`config.mk`:
```
export PLATFORM = sky130hd
export DESIGN_NAME = dvma_xlate
export DESIGN_NICKNAME = d
export VERILOG_FILES = /design/src/rtl/dvma_pkg.sv /design/src/rtl/dvma_window.sv /design/src/rtl/dvma_pte_check.sv /design/src/rtl/dvma_tcache.sv /design/src/rtl/dvma_xlate.sv
export SDC_FILE = /design/constraint.sdc
export NUM_CORES = 1
export LEC_CHECK = 0
export BUFFER_PORTS_ARGS = -buffer_cell sky130_fd_sc_hd__buf_2
export CAP_MARGIN = 20
export CORE_ASPECT_RATIO = 1.4
export CORE_UTILIZATION = 55
export CTS_BUF_LIST = sky130_fd_sc_hd__clkbuf_8
export DETAILED_ROUTE_END_ITERATION = 8
export PLACE_DENSITY = 0.81
export SLEW_MARGIN = 25
export SYNTH_ARGS = -nofsm -noshare
export SYNTH_HDL_FRONTEND = slang
export SYNTH_SLANG_ARGS = --single-unit
```
`constraint.sdc`:
```
create_clock -name clk -period 7.3 [get_ports clk]
set_input_delay 1.095 -clock clk [delete_from_list [all_inputs] [get_ports clk]]
set_output_delay 1.095 -clock clk [all_outputs]
set_load 0.005 [all_outputs]
```
`src/rtl/dvma_pkg.sv`:
```
package dvma_pkg;

  typedef enum logic [1:0] {
    CAUSE_DIS   = 2'd0,
    CAUSE_WIN   = 2'd1,
    CAUSE_INV   = 2'd2,
    CAUSE_WPROT = 2'd3
  } cause_e;

  typedef enum logic [1:0] {
    ST_IDLE,
    ST_FETCH,
    ST_WAIT,
    ST_RESP
  } xl_state_e;

endpackage

```
`src/rtl/dvma_window.sv`:
```
module dvma_window #(
  parameter int VA_W         = 32,
  parameter int PG           = 13,
  parameter int SZ_W         = 3,
  parameter int TBL_MIN_LOG2 = 10,
  parameter int IDX_W        = 17
) (
  input  logic [SZ_W-1:0]  size_code,
  input  logic [VA_W-1:0]  va,
  output logic             in_win,
  output logic [IDX_W-1:0] idx
);
  localparam logic [VA_W-1:0] WIN_SMALLEST = {VA_W{1'b1}} << (PG + TBL_MIN_LOG2);

  logic [VA_W-1:0] base;
  logic [VA_W-1:0] offset;

  assign base   = WIN_SMALLEST << size_code;
  assign offset = va - base;
  assign in_win = (va >= base);
  assign idx    = offset[PG+IDX_W-1:PG];

  logic unused_offset;
  assign unused_offset = ^{offset[VA_W-1:PG+IDX_W], offset[PG-1:0]};

endmodule

```
`src/rtl/dvma_pte_check.sv`:
```
module dvma_pte_check
  import dvma_pkg::*;
#(
  parameter int PA_W = 41,
  parameter int PG   = 13
) (
  input  logic               ent_valid,
  input  logic               ent_writable,
  input  logic [PA_W-PG-1:0] ent_ppn,
  input  logic [PG-1:0]      page_off,
  input  logic               is_write,
  output logic               fault,
  output cause_e             cause,
  output logic [PA_W-1:0]    paddr
);
  always_comb begin
    fault = 1'b0;
    cause = CAUSE_DIS;
    paddr = {ent_ppn, page_off};
    if (!ent_valid) begin
      fault = 1'b1;
      cause = CAUSE_INV;
    end else if (is_write && !ent_writable) begin
      fault = 1'b1;
      cause = CAUSE_WPROT;
    end
    if (fault) paddr = '0;
  end

endmodule

```
`src/rtl/dvma_tcache.sv`:
```
module dvma_tcache #(
  parameter int VPN_W = 19,
  parameter int PPN_W = 28
) (
  input  logic             clk,
  input  logic             rst_n,
  input  logic [VPN_W-1:0] lk_page,
  output logic             hit,
  output logic [PPN_W-1:0] hit_ppn,
  output logic             hit_writable,
  input  logic             fill_en,
  input  logic [VPN_W-1:0] fill_page,
  input  logic [PPN_W-1:0] fill_ppn,
  input  logic             fill_writable,
  input  logic             flush_en,
  input  logic [VPN_W-1:0] flush_page
);
  logic             held;
  logic [VPN_W-1:0] tag;
  logic [PPN_W-1:0] ppn;
  logic             wr_ok;
  logic [VPN_W-1:0] next_tag;

  assign next_tag = fill_en ? fill_page : tag;

  always_ff @(posedge clk) begin
    if (!rst_n) begin
      held  <= 1'b0;
      tag   <= '0;
      ppn   <= '0;
      wr_ok <= 1'b0;
    end else begin
      if (fill_en) begin
        held  <= 1'b1;
        tag   <= fill_page;
        ppn   <= fill_ppn;
        wr_ok <= fill_writable;
      end
      if (flush_en && (next_tag == flush_page)) held <= 1'b0;
    end
  end

  assign hit          = held && (tag == lk_page);
  assign hit_ppn      = ppn;
  assign hit_writable = wr_ok;

  AST_FLUSH_DROPS: assert property (@(posedge clk) disable iff (!rst_n)
    (flush_en && !fill_en && hit && (lk_page == flush_page)) |=> !held);

  AST_FILL_HOLDS: assert property (@(posedge clk) disable iff (!rst_n)
    (fill_en && !flush_en) |=> held);

endmodule

```
`src/rtl/dvma_xlate.sv`:
```
module dvma_xlate
  import dvma_pkg::*;
#(
  parameter int VA_W         = 32,
  parameter int PA_W         = 41,
  parameter int PG           = 13,
  parameter int SZ_W         = 3,
  parameter int TBL_MIN_LOG2 = 10,
  parameter int ENT_W        = 64
) (
  input  logic             clk,
  input  logic             rst_n,
  input  logic             reg_we,
  input  logic [1:0]       reg_addr,
  input  logic [63:0]      reg_wdata,
  input  logic             req_valid,
  output logic             req_ready,
  input  logic [VA_W-1:0]  req_addr,
  input  logic             req_write,
  output logic             rsp_valid,
  input  logic             rsp_ready,
  output logic             rsp_fault,
  output logic [1:0]       rsp_cause,
  output logic [PA_W-1:0]  rsp_paddr,
  output logic             mem_req_valid,
  input  logic             mem_req_ready,
  output logic [PA_W-1:0]  mem_req_addr,
  input  logic             mem_rsp_valid,
  input  logic [ENT_W-1:0] mem_rsp_data
);
  localparam int VPN_W     = VA_W - PG;
  localparam int PPN_W     = PA_W - PG;
  localparam int IDX_W     = TBL_MIN_LOG2 + (1 << SZ_W) - 1;
  localparam int ENT_SHIFT = $clog2(ENT_W / 8);
  localparam int V_BIT     = ENT_W - 1;
  localparam int W_BIT     = 1;
  localparam int SZ_LO     = 16;
  localparam logic [1:0] A_CTRL  = 2'd0;
  localparam logic [1:0] A_BASE  = 2'd1;
  localparam logic [1:0] A_FLUSH = 2'd2;

  // Registers written by software
  logic            ctrl_en;
  logic [SZ_W-1:0] ctrl_code;
  logic [PPN_W-1:0] tbase_ppn;

  always_ff @(posedge clk) begin
    if (!rst_n) begin
      ctrl_en   <= 1'b0;
      ctrl_code <= '0;
      tbase_ppn <= '0;
    end else if (reg_we) begin
      if (reg_addr == A_CTRL) begin
        ctrl_en   <= reg_wdata[0];
        ctrl_code <= reg_wdata[SZ_LO+SZ_W-1:SZ_LO];
      end
      if (reg_addr == A_BASE) tbase_ppn <= reg_wdata[PA_W-1:PG];
    end
  end

  logic flush_en;
  assign flush_en = reg_we && (reg_addr == A_FLUSH);

  // Request-side state
  xl_state_e       state;
  logic [VA_W-1:0] va_q;
  logic            wr_q;
  logic [PA_W-1:0] fetch_addr_q;
  logic            res_fault;
  cause_e          res_cause;
  logic [PA_W-1:0] res_paddr;

  // Window and slot
  logic             in_win;
  logic [IDX_W-1:0] idx;
  logic [PA_W-1:0]  ent_addr;

  dvma_window #(
    .VA_W(VA_W), .PG(PG), .SZ_W(SZ_W), .TBL_MIN_LOG2(TBL_MIN_LOG2), .IDX_W(IDX_W)
  ) u_window (
    .size_code(ctrl_code),
    .va       (req_addr),
    .in_win   (in_win),
    .idx      (idx)
  );

  assign ent_addr = {tbase_ppn, {PG{1'b0}}} + PA_W'({idx, {ENT_SHIFT{1'b0}}});

  // Translation cache
  logic             hit;
  logic [PPN_W-1:0] hit_ppn;
  logic             hit_writable;
  logic             fill_en;

  assign fill_en = (state == ST_WAIT) && mem_rsp_valid && mem_rsp_data[V_BIT];

  dvma_tcache #(.VPN_W(VPN_W), .PPN_W(PPN_W)) u_cache (
    .clk          (clk),
    .rst_n        (rst_n),
    .lk_page      (req_addr[VA_W-1:PG]),
    .hit          (hit),
    .hit_ppn      (hit_ppn),
    .hit_writable (hit_writable),
    .fill_en      (fill_en),
    .fill_page    (va_q[VA_W-1:PG]),
    .fill_ppn     (mem_rsp_data[PA_W-1:PG]),
    .fill_writable(mem_rsp_data[W_BIT]),
    .flush_en     (flush_en),
    .flush_page   (reg_wdata[VA_W-1:PG])
  );

  // One permission check, fed by the cache in IDLE and by memory in WAIT
  logic             sel_mem;
  logic             chk_fault;
  cause_e           chk_cause;
  logic [PA_W-1:0]  chk_paddr;

  assign sel_mem = (state == ST_WAIT);

  dvma_pte_check #(.PA_W(PA_W), .PG(PG)) u_check (
    .ent_valid   (sel_mem ? mem_rsp_data[V_BIT] : 1'b1),
    .ent_writable(sel_mem ? mem_rsp_data[W_BIT] : hit_writable),
    .ent_ppn     (sel_mem ? mem_rsp_data[PA_W-1:PG] : hit_ppn),
    .page_off    (sel_mem ? va_q[PG-1:0] : req_addr[PG-1:0]),
    .is_write    (sel_mem ? wr_q : req_write),
    .fault       (chk_fault),
    .cause       (chk_cause),
    .paddr       (chk_paddr)
  );

  always_ff @(posedge clk) begin
    if (!rst_n) begin
      state        <= ST_IDLE;
      va_q         <= '0;
      wr_q         <= 1'b0;
      fetch_addr_q <= '0;
      res_fault    <= 1'b0;
      res_cause    <= CAUSE_DIS;
      res_paddr    <= '0;
    end else begin
      unique case (state)
        ST_IDLE: if (req_valid) begin
          va_q <= req_addr;
          wr_q <= req_write;
          if (!ctrl_en) begin
            res_fault <= 1'b1;
            res_cause <= CAUSE_DIS;
            res_paddr <= '0;
            state     <= ST_RESP;
          end else if (!in_win) begin
            res_fault <= 1'b1;
            res_cause <= CAUSE_WIN;
            res_paddr <= '0;
            state     <= ST_RESP;
          end else if (hit) begin
            res_fault <= chk_fault;
            res_cause <= chk_cause;
            res_paddr <= chk_paddr;
            state     <= ST_RESP;
          end else begin
            fetch_addr_q <= ent_addr;
            state        <= ST_FETCH;
          end
        end
        ST_FETCH: if (mem_req_ready) state <= ST_WAIT;
        ST_WAIT: if (mem_rsp_valid) begin
          res_fault <= chk_fault;
          res_cause <= chk_cause;
          res_paddr <= chk_paddr;
          state     <= ST_RESP;
        end
        ST_RESP: if (rsp_ready) state <= ST_IDLE;
        default: state <= ST_IDLE;
      endcase
    end
  end

  assign req_ready     = (state == ST_IDLE);
  assign mem_req_valid = (state == ST_FETCH);
  assign mem_req_addr  = fetch_addr_q;
  assign rsp_valid     = (state == ST_RESP);
  assign rsp_fault     = res_fault;
  assign rsp_cause     = res_cause;
  assign rsp_paddr     = res_paddr;

  logic unused_bits;
  assign unused_bits = ^{reg_wdata[63:PA_W], reg_wdata[SZ_LO-1:1],
                         mem_rsp_data[V_BIT-1:PA_W], mem_rsp_data[PG-1:W_BIT+1],
                         mem_rsp_data[0]};

  AST_ONE_IN_FLIGHT: assert property (@(posedge clk) disable iff (!rst_n)
    (req_valid && req_ready) |=> !req_ready);

  AST_RSP_STABLE: assert property (@(posedge clk) disable iff (!rst_n)
    (rsp_valid && !rsp_ready) |=> (rsp_valid && $stable(rsp_paddr) &&
                                   $stable(rsp_cause) && $stable(rsp_fault)));

  AST_MEM_HOLD: assert property (@(posedge clk) disable iff (!rst_n)
    (mem_req_valid && !mem_req_ready) |=> (mem_req_valid && $stable(mem_req_addr)));

  AST_DIS_NO_FETCH: assert property (@(posedge clk) disable iff (!rst_n)
    (req_valid && req_ready && !ctrl_en) |=>
      (rsp_valid && rsp_fault && rsp_cause == CAUSE_DIS && !mem_req_valid));

  AST_FAULT_NO_ADDR: assert property (@(posedge clk) disable iff (!rst_n)
    (rsp_valid && rsp_fault) |-> (rsp_paddr == '0));

  AST_IDX_IN_TABLE: assert property (@(posedge clk) disable iff (!rst_n)
    in_win |-> ((idx >> (TBL_MIN_LOG2 + int'(ctrl_code))) == '0));

endmodule

```
; After elaboration in Yosys (flattened, before gate mapping)
; Index checks and enable logic that the tools add are counted.
[classes]
addsub = 2
order_cmp = 1
eq_ne = 12
n_shift = 1
mux = 37
bitwise = 2
reduce_logical = 17
[op_table]
columns = op, count
row1 = 41-bit two-way mux, 6
row2 = 41-bit case mux with 2 select lines, 1
row3 = 41-bit by 20-bit adder with 41-bit output, 1
row4 = 19-bit == test, 2
row5 = 32-bit >= comparator, 1
row6 = 32-bit by 3-bit << shifter with 32-bit output (first input constant), 1
row7 = 30-bit subtractor, 1
row8 = 2-bit two-way mux, 14
row9 = 28-bit two-way mux, 1
row10 = 19-bit two-way mux, 1
row11 = 13-bit two-way mux, 1
row12 = 1-bit two-way mux, 10
row13 = 2-bit case mux with 4 select lines, 1
row14 = 4-bit AND reduction, 2
row15 = 2-bit == test (second input constant), 3
row16 = 1-bit logical AND, 6
row17 = 2-bit AND reduction, 3
row18 = 5-bit AND reduction, 1
row19 = 2-bit by 1-bit == test with 1-bit output (second input constant), 2
row20 = 2-bit zero test, 2
row21 = 2-bit by 1-bit != test with 1-bit output (second input constant), 2
row22 = 2-bit != test (second input constant), 2
row23 = 4-bit by 3-bit != test with 1-bit output (second input constant), 1
row24 = 2-bit case mux with 2 select lines, 1
row25 = 5 further kinds, 6
[totals]
register_bits = 201
elab_cells = 86

; Depth between registers and ports, before layout
[depth]
depth_word = 12
depth_mapped = 16
depth_no_buf = 15

; Hierarchy
; From an unflattened synthesis, not the netlist that was laid out.
[hier_totals]
hier_cells = 1140
area_unflattened_um2 = 9799.4
[modules_own_cells]
columns = mod, instances, cells_each, area_each_um2, seq_area_each_um2
row1 = dvma_xlate, 1, 812, 6727.7, 2982.9
row2 = dvma_tcache, 1, 210, 2268.4, 980.9
row3 = dvma_window, 1, 64, 445.4, 0.0
row4 = dvma_pte_check, 1, 54, 357.8, 0.0

; Least setup slack after synthesis
; OpenSTA, ideal clock, no wires.
[synth_timing]
path_kind = input port to flip-flop
startpoint = input port req_addr[23]
endpoint = register fetch_addr_q[40], in the netlist mem_req_addr[40]
setup_ps = 81
arrival_ps = 4060
t_required_ps = 7219
setup_slack_ps = 3159
cell_stages = 14
path_cell_list = ha_1 > o211ai_1 > a21boi_1 > or2_1 > a21o_1 > a21oi_1 > xnor2_1 > ha_1 > o21a_1 > o21ai_1 > a21oi_1 > or4b_4 > xor2_1 > a211oi_2
[synth_via]
elab_chain_len = 4
word_cells_on_any_way = 7
[synth_rtl]
columns = item, line
row1 = from (decl), dvma_xlate.sv:18  ; input logic [VA_W-1:0] req_addr,
row2 = "parallel branches: the longest is 4 deep, another holds 41-bit by 20-bit adder with 41-bit output", -
row3 = to (signal assigned), dvma_xlate.sv:161  ; fetch_addr_q <= ent_addr;
row4 = to (decl), dvma_xlate.sv:68  ; logic [PA_W-1:0] fetch_addr_q;
; Parallel ways; which one is timed is not known.
; A chain may end at the register's enable or synchronous reset.

; Final worst setup path
[layout_timing]
startpoint = register ctrl_code[2]
endpoint = register fetch_addr_q[40], in the netlist mem_req_addr[40]
[layout_via]
elab_chain_len = 3
word_cells_on_any_way = 5
[layout_rtl]
columns = item, line
row1 = from (decl), dvma_xlate.sv:44  ; logic [SZ_W-1:0] ctrl_code;
row2 = from (signal assigned), dvma_xlate.sv:55  ; ctrl_code <= reg_wdata[SZ_LO+SZ_W-1:SZ_LO];
row3 = 32-bit by 3-bit << shifter with 32-bit output *, dvma_window.sv:18  ; assign base = WIN_SMALLEST << size_code;
row4 = 30-bit subtractor / 32-bit >= comparator (equally long branches), "dvma_window.sv:19, dvma_window.sv:20"
row5 = 41-bit by 20-bit adder with 41-bit output / 5-bit AND reduction (equally long branches), -
; Every way passes the cells marked *; elsewhere a longest branch is shown, timed or not.

==> run metrics <==
fin nets ~1,500; DRT iter0 DRCs ~650; synthesis warning total 0; die height between 150 and 200 um; vias in the first global route 8,357; GP Congestion 0.901; PortBufs 185; Tmin final 4.84 ns; drt first pass iters 5; grt met2 use 0.491; largest area contributor in the netlist dfxtp_1; Die Area 0.0183 mm2; Routed Wire Length 25,500 um; post-DP HPWL 17,500 um; global-route usage over all layers 0.283; Area contributors post-synth dfxtp_1 (41%), nand2_1 (11%), a21oi_1 (6.0%); cts hold-fix bufs 0; CP Launch Type register; CTS max path bufs 2; Gate Count Post-Synth 1,201; DRC Markers 0; Post-synth EDFFs 0; Clock Skew 0.0189 ns; first-pass GRT wire length about 40,000 um; pwr/cell area 226 mW/mm2; Layout area overhead 14.0%; Clock H-tree levels 4; sequential fraction of the synthesis area 0.407; Yosys reg bits ~200; fmax between 200 and 250 MHz; post-route antenna net violation count 0; Yosys top cell area share 0.407; outcome finished clean; Leakage 0.00461 uW; GRT busiest layer met2; largest net degree at the start of global routing 99; final core utilization 0.641; Avg Cell Area, Syn about 8.1 um2; clk slew on worst S/H paths 0.10 ns; worst-path fanout max 12; Slew Viols, Final 0; Max transition margin 0.334; R2R Setup Slk 2.46 ns; Worst setup EP type register; GR Util met3 0.0483; vias after detailed routing 8,823; post-synth cell types 72; Final setup viols 0; TNS Setup 0 ns; post-cts resize count 0; Root Driver clkbuf_8; global route overflow 0; Peak VDD IR 158 uV; DR vias/cell 5.57; Least-Margin Pin Slew 0.999 ns; Num Clock Sinks 198; cts bufs inserted 17; Worst Path Required 7.62 ns; CTS tree done; Max-Cap Viols 0; critical path class register to register; Hold Path Class register to register; RSZ-0062 raised after global routing false; final count of hold timing violations 0; I/O Pins 258; fraction of layout cells with a size suffix above 1 0.195; initial antenna violation count 3; post-CTS setup buffer count 0; clock latency on the worst-skew pair 0.48 ns; CORE AREA ~0.017 mm2; Final Cycle Share 0.663; Initial Utilization 0.562; met1 GRT Util 0.335; average routed wire per standard cell approximately 16 um; Synth Flop Type dfxtp_1; Post-synth ARST share 0; post-synth design cell area 0.00975 mm2; Die X 115 um; CP arrival 5.16 ns; Cell Rows 57
==> final timing paths <==
path | cells past startpoint | endpoint | from
worst max register to register | 15 | mem_req_addr[40] | ctrl_code[2]
worst min register to register | 2 | mem_req_addr[8] | mem_req_addr[8]
worst max-delay path | 15 | mem_req_addr[40] | ctrl_code[2]
worst min-delay path | 2 | mem_req_addr[8] | mem_req_addr[8]
==> flip-flops by register name (all words and copies together), names as in the netlist <==
signal                flops
u_cache.held              1
state                     2
rsp_paddr                41
mem_req_addr             38
ctrl_en                   1
u_cache.hit_ppn          28
tbase_ppn                28
rsp_fault                 1
rsp_cause                 2
wr_q                      1
u_cache.hit_writable      1
u_cache.tag              19
va_q                     32
ctrl_code                 3
==> cell families after synthesis <==
logic type | after synthesis | synth area share
fa+ha+maj | 19 | 0.0252
xor+xnor | 57 | 0.0512
compound gates | 294 | 0.193
simple gates | 471 | 0.218
buf+inv | 104 | 0.0469
other cells | 1 | 0.000385
mux | 57 | 0.0587
flops | 198 | 0.407
==> through the flow <==
step	setup WS [ns]	cells	hold slack [ns]	power (uW)	area, um2
after floorplan	3.16	1203	0.432	1670	9750
after global placement	2.14	1550	0.436	1810	10700
after detailed placement	2.06	1551	0.438	1840	10700
after CTS	2.52	1583	0.455	2530	11100
after global routing	2.26	1585	0.468	2630	11100
final	2.46	1585	0.452	2510	11100
==> placed cells by master, fill, tap and decap left out, drive strengths merged, types with 17 or more instances in the layout <==
cell type,instances
a21boi,42
mux2i,56
a211oi,21
buf,194
xnor2,17
nand3,28
ha,18
a21oi,117
inv,27
clkbuf,20
nand2,280
xor2,40
nor2,50
and2,45
dfxtp,198
o21ai,70
==> synth_stat cells, types with 11 or more instances <==
| cell type | number |
|---|---|
| o21ai_0 | 45 |
| xnor2_1 | 17 |
| nand3_1 | 28 |
| inv_1 | 20 |
| xor2_1 | 40 |
| clkbuf_1 | 45 |
| dfxtp_1 | 198 |
| buf_2 | 11 |
| buf_1 | 14 |
| a21oi_1 | 117 |
| nand2b_1 | 14 |
| mux2i_1 | 56 |
| ha_1 | 18 |
| nand2_1 | 278 |
| nor2_1 | 50 |
| o21ai_1 | 25 |
| a211oi_2 | 17 |
| and2_1 | 45 |
| a21boi_0 | 38 |
==> power breakdown <==
group / switching [uW] / leakage (uW) / internal, uW / total [uW]
combinational: 376 / 0.00280 / 242 / 618
clock: 397 / 0.000198 / 303 / 700
sequential: 43.7 / 0.00160 / 1150 / 1190
==> final cells by class <==
cell class	instances	area [um2]
Fill cell	1534	6220
Multi-Input combinational cell	901	5360
Sequential cell	198	3960
Timing Repair Buffer	194	1000
Tap cell	236	295
Clock buffer	20	275
Clock inverter	12	115
Inverter	22	85.1
Antenna cell	2	5.00
==> routing by layer <==
layer	routed length [um]	share of wire
met4	974	0.038
met2	12600	0.49
met5	12	0.00047
met3	1480	0.058
met1	10400	0.41
==> worst max-delay path: stages, from the launching register on <==
cell      delay [ns]
dfxtp_1         0.39
or3_1           0.40
ha_1            0.32
o211ai_1        0.32
a21boi_1        0.21
or2_1           0.29
a21o_1          0.20
a21oi_1         0.17
xnor2_1         0.11
ha_1            0.34
o21a_1          0.16
o21ai_1         0.16
a21oi_1         0.76
or4b_4          0.56
xor2_1          0.21
a211oi_2        0.09
(Power assumes the default switching activity.)
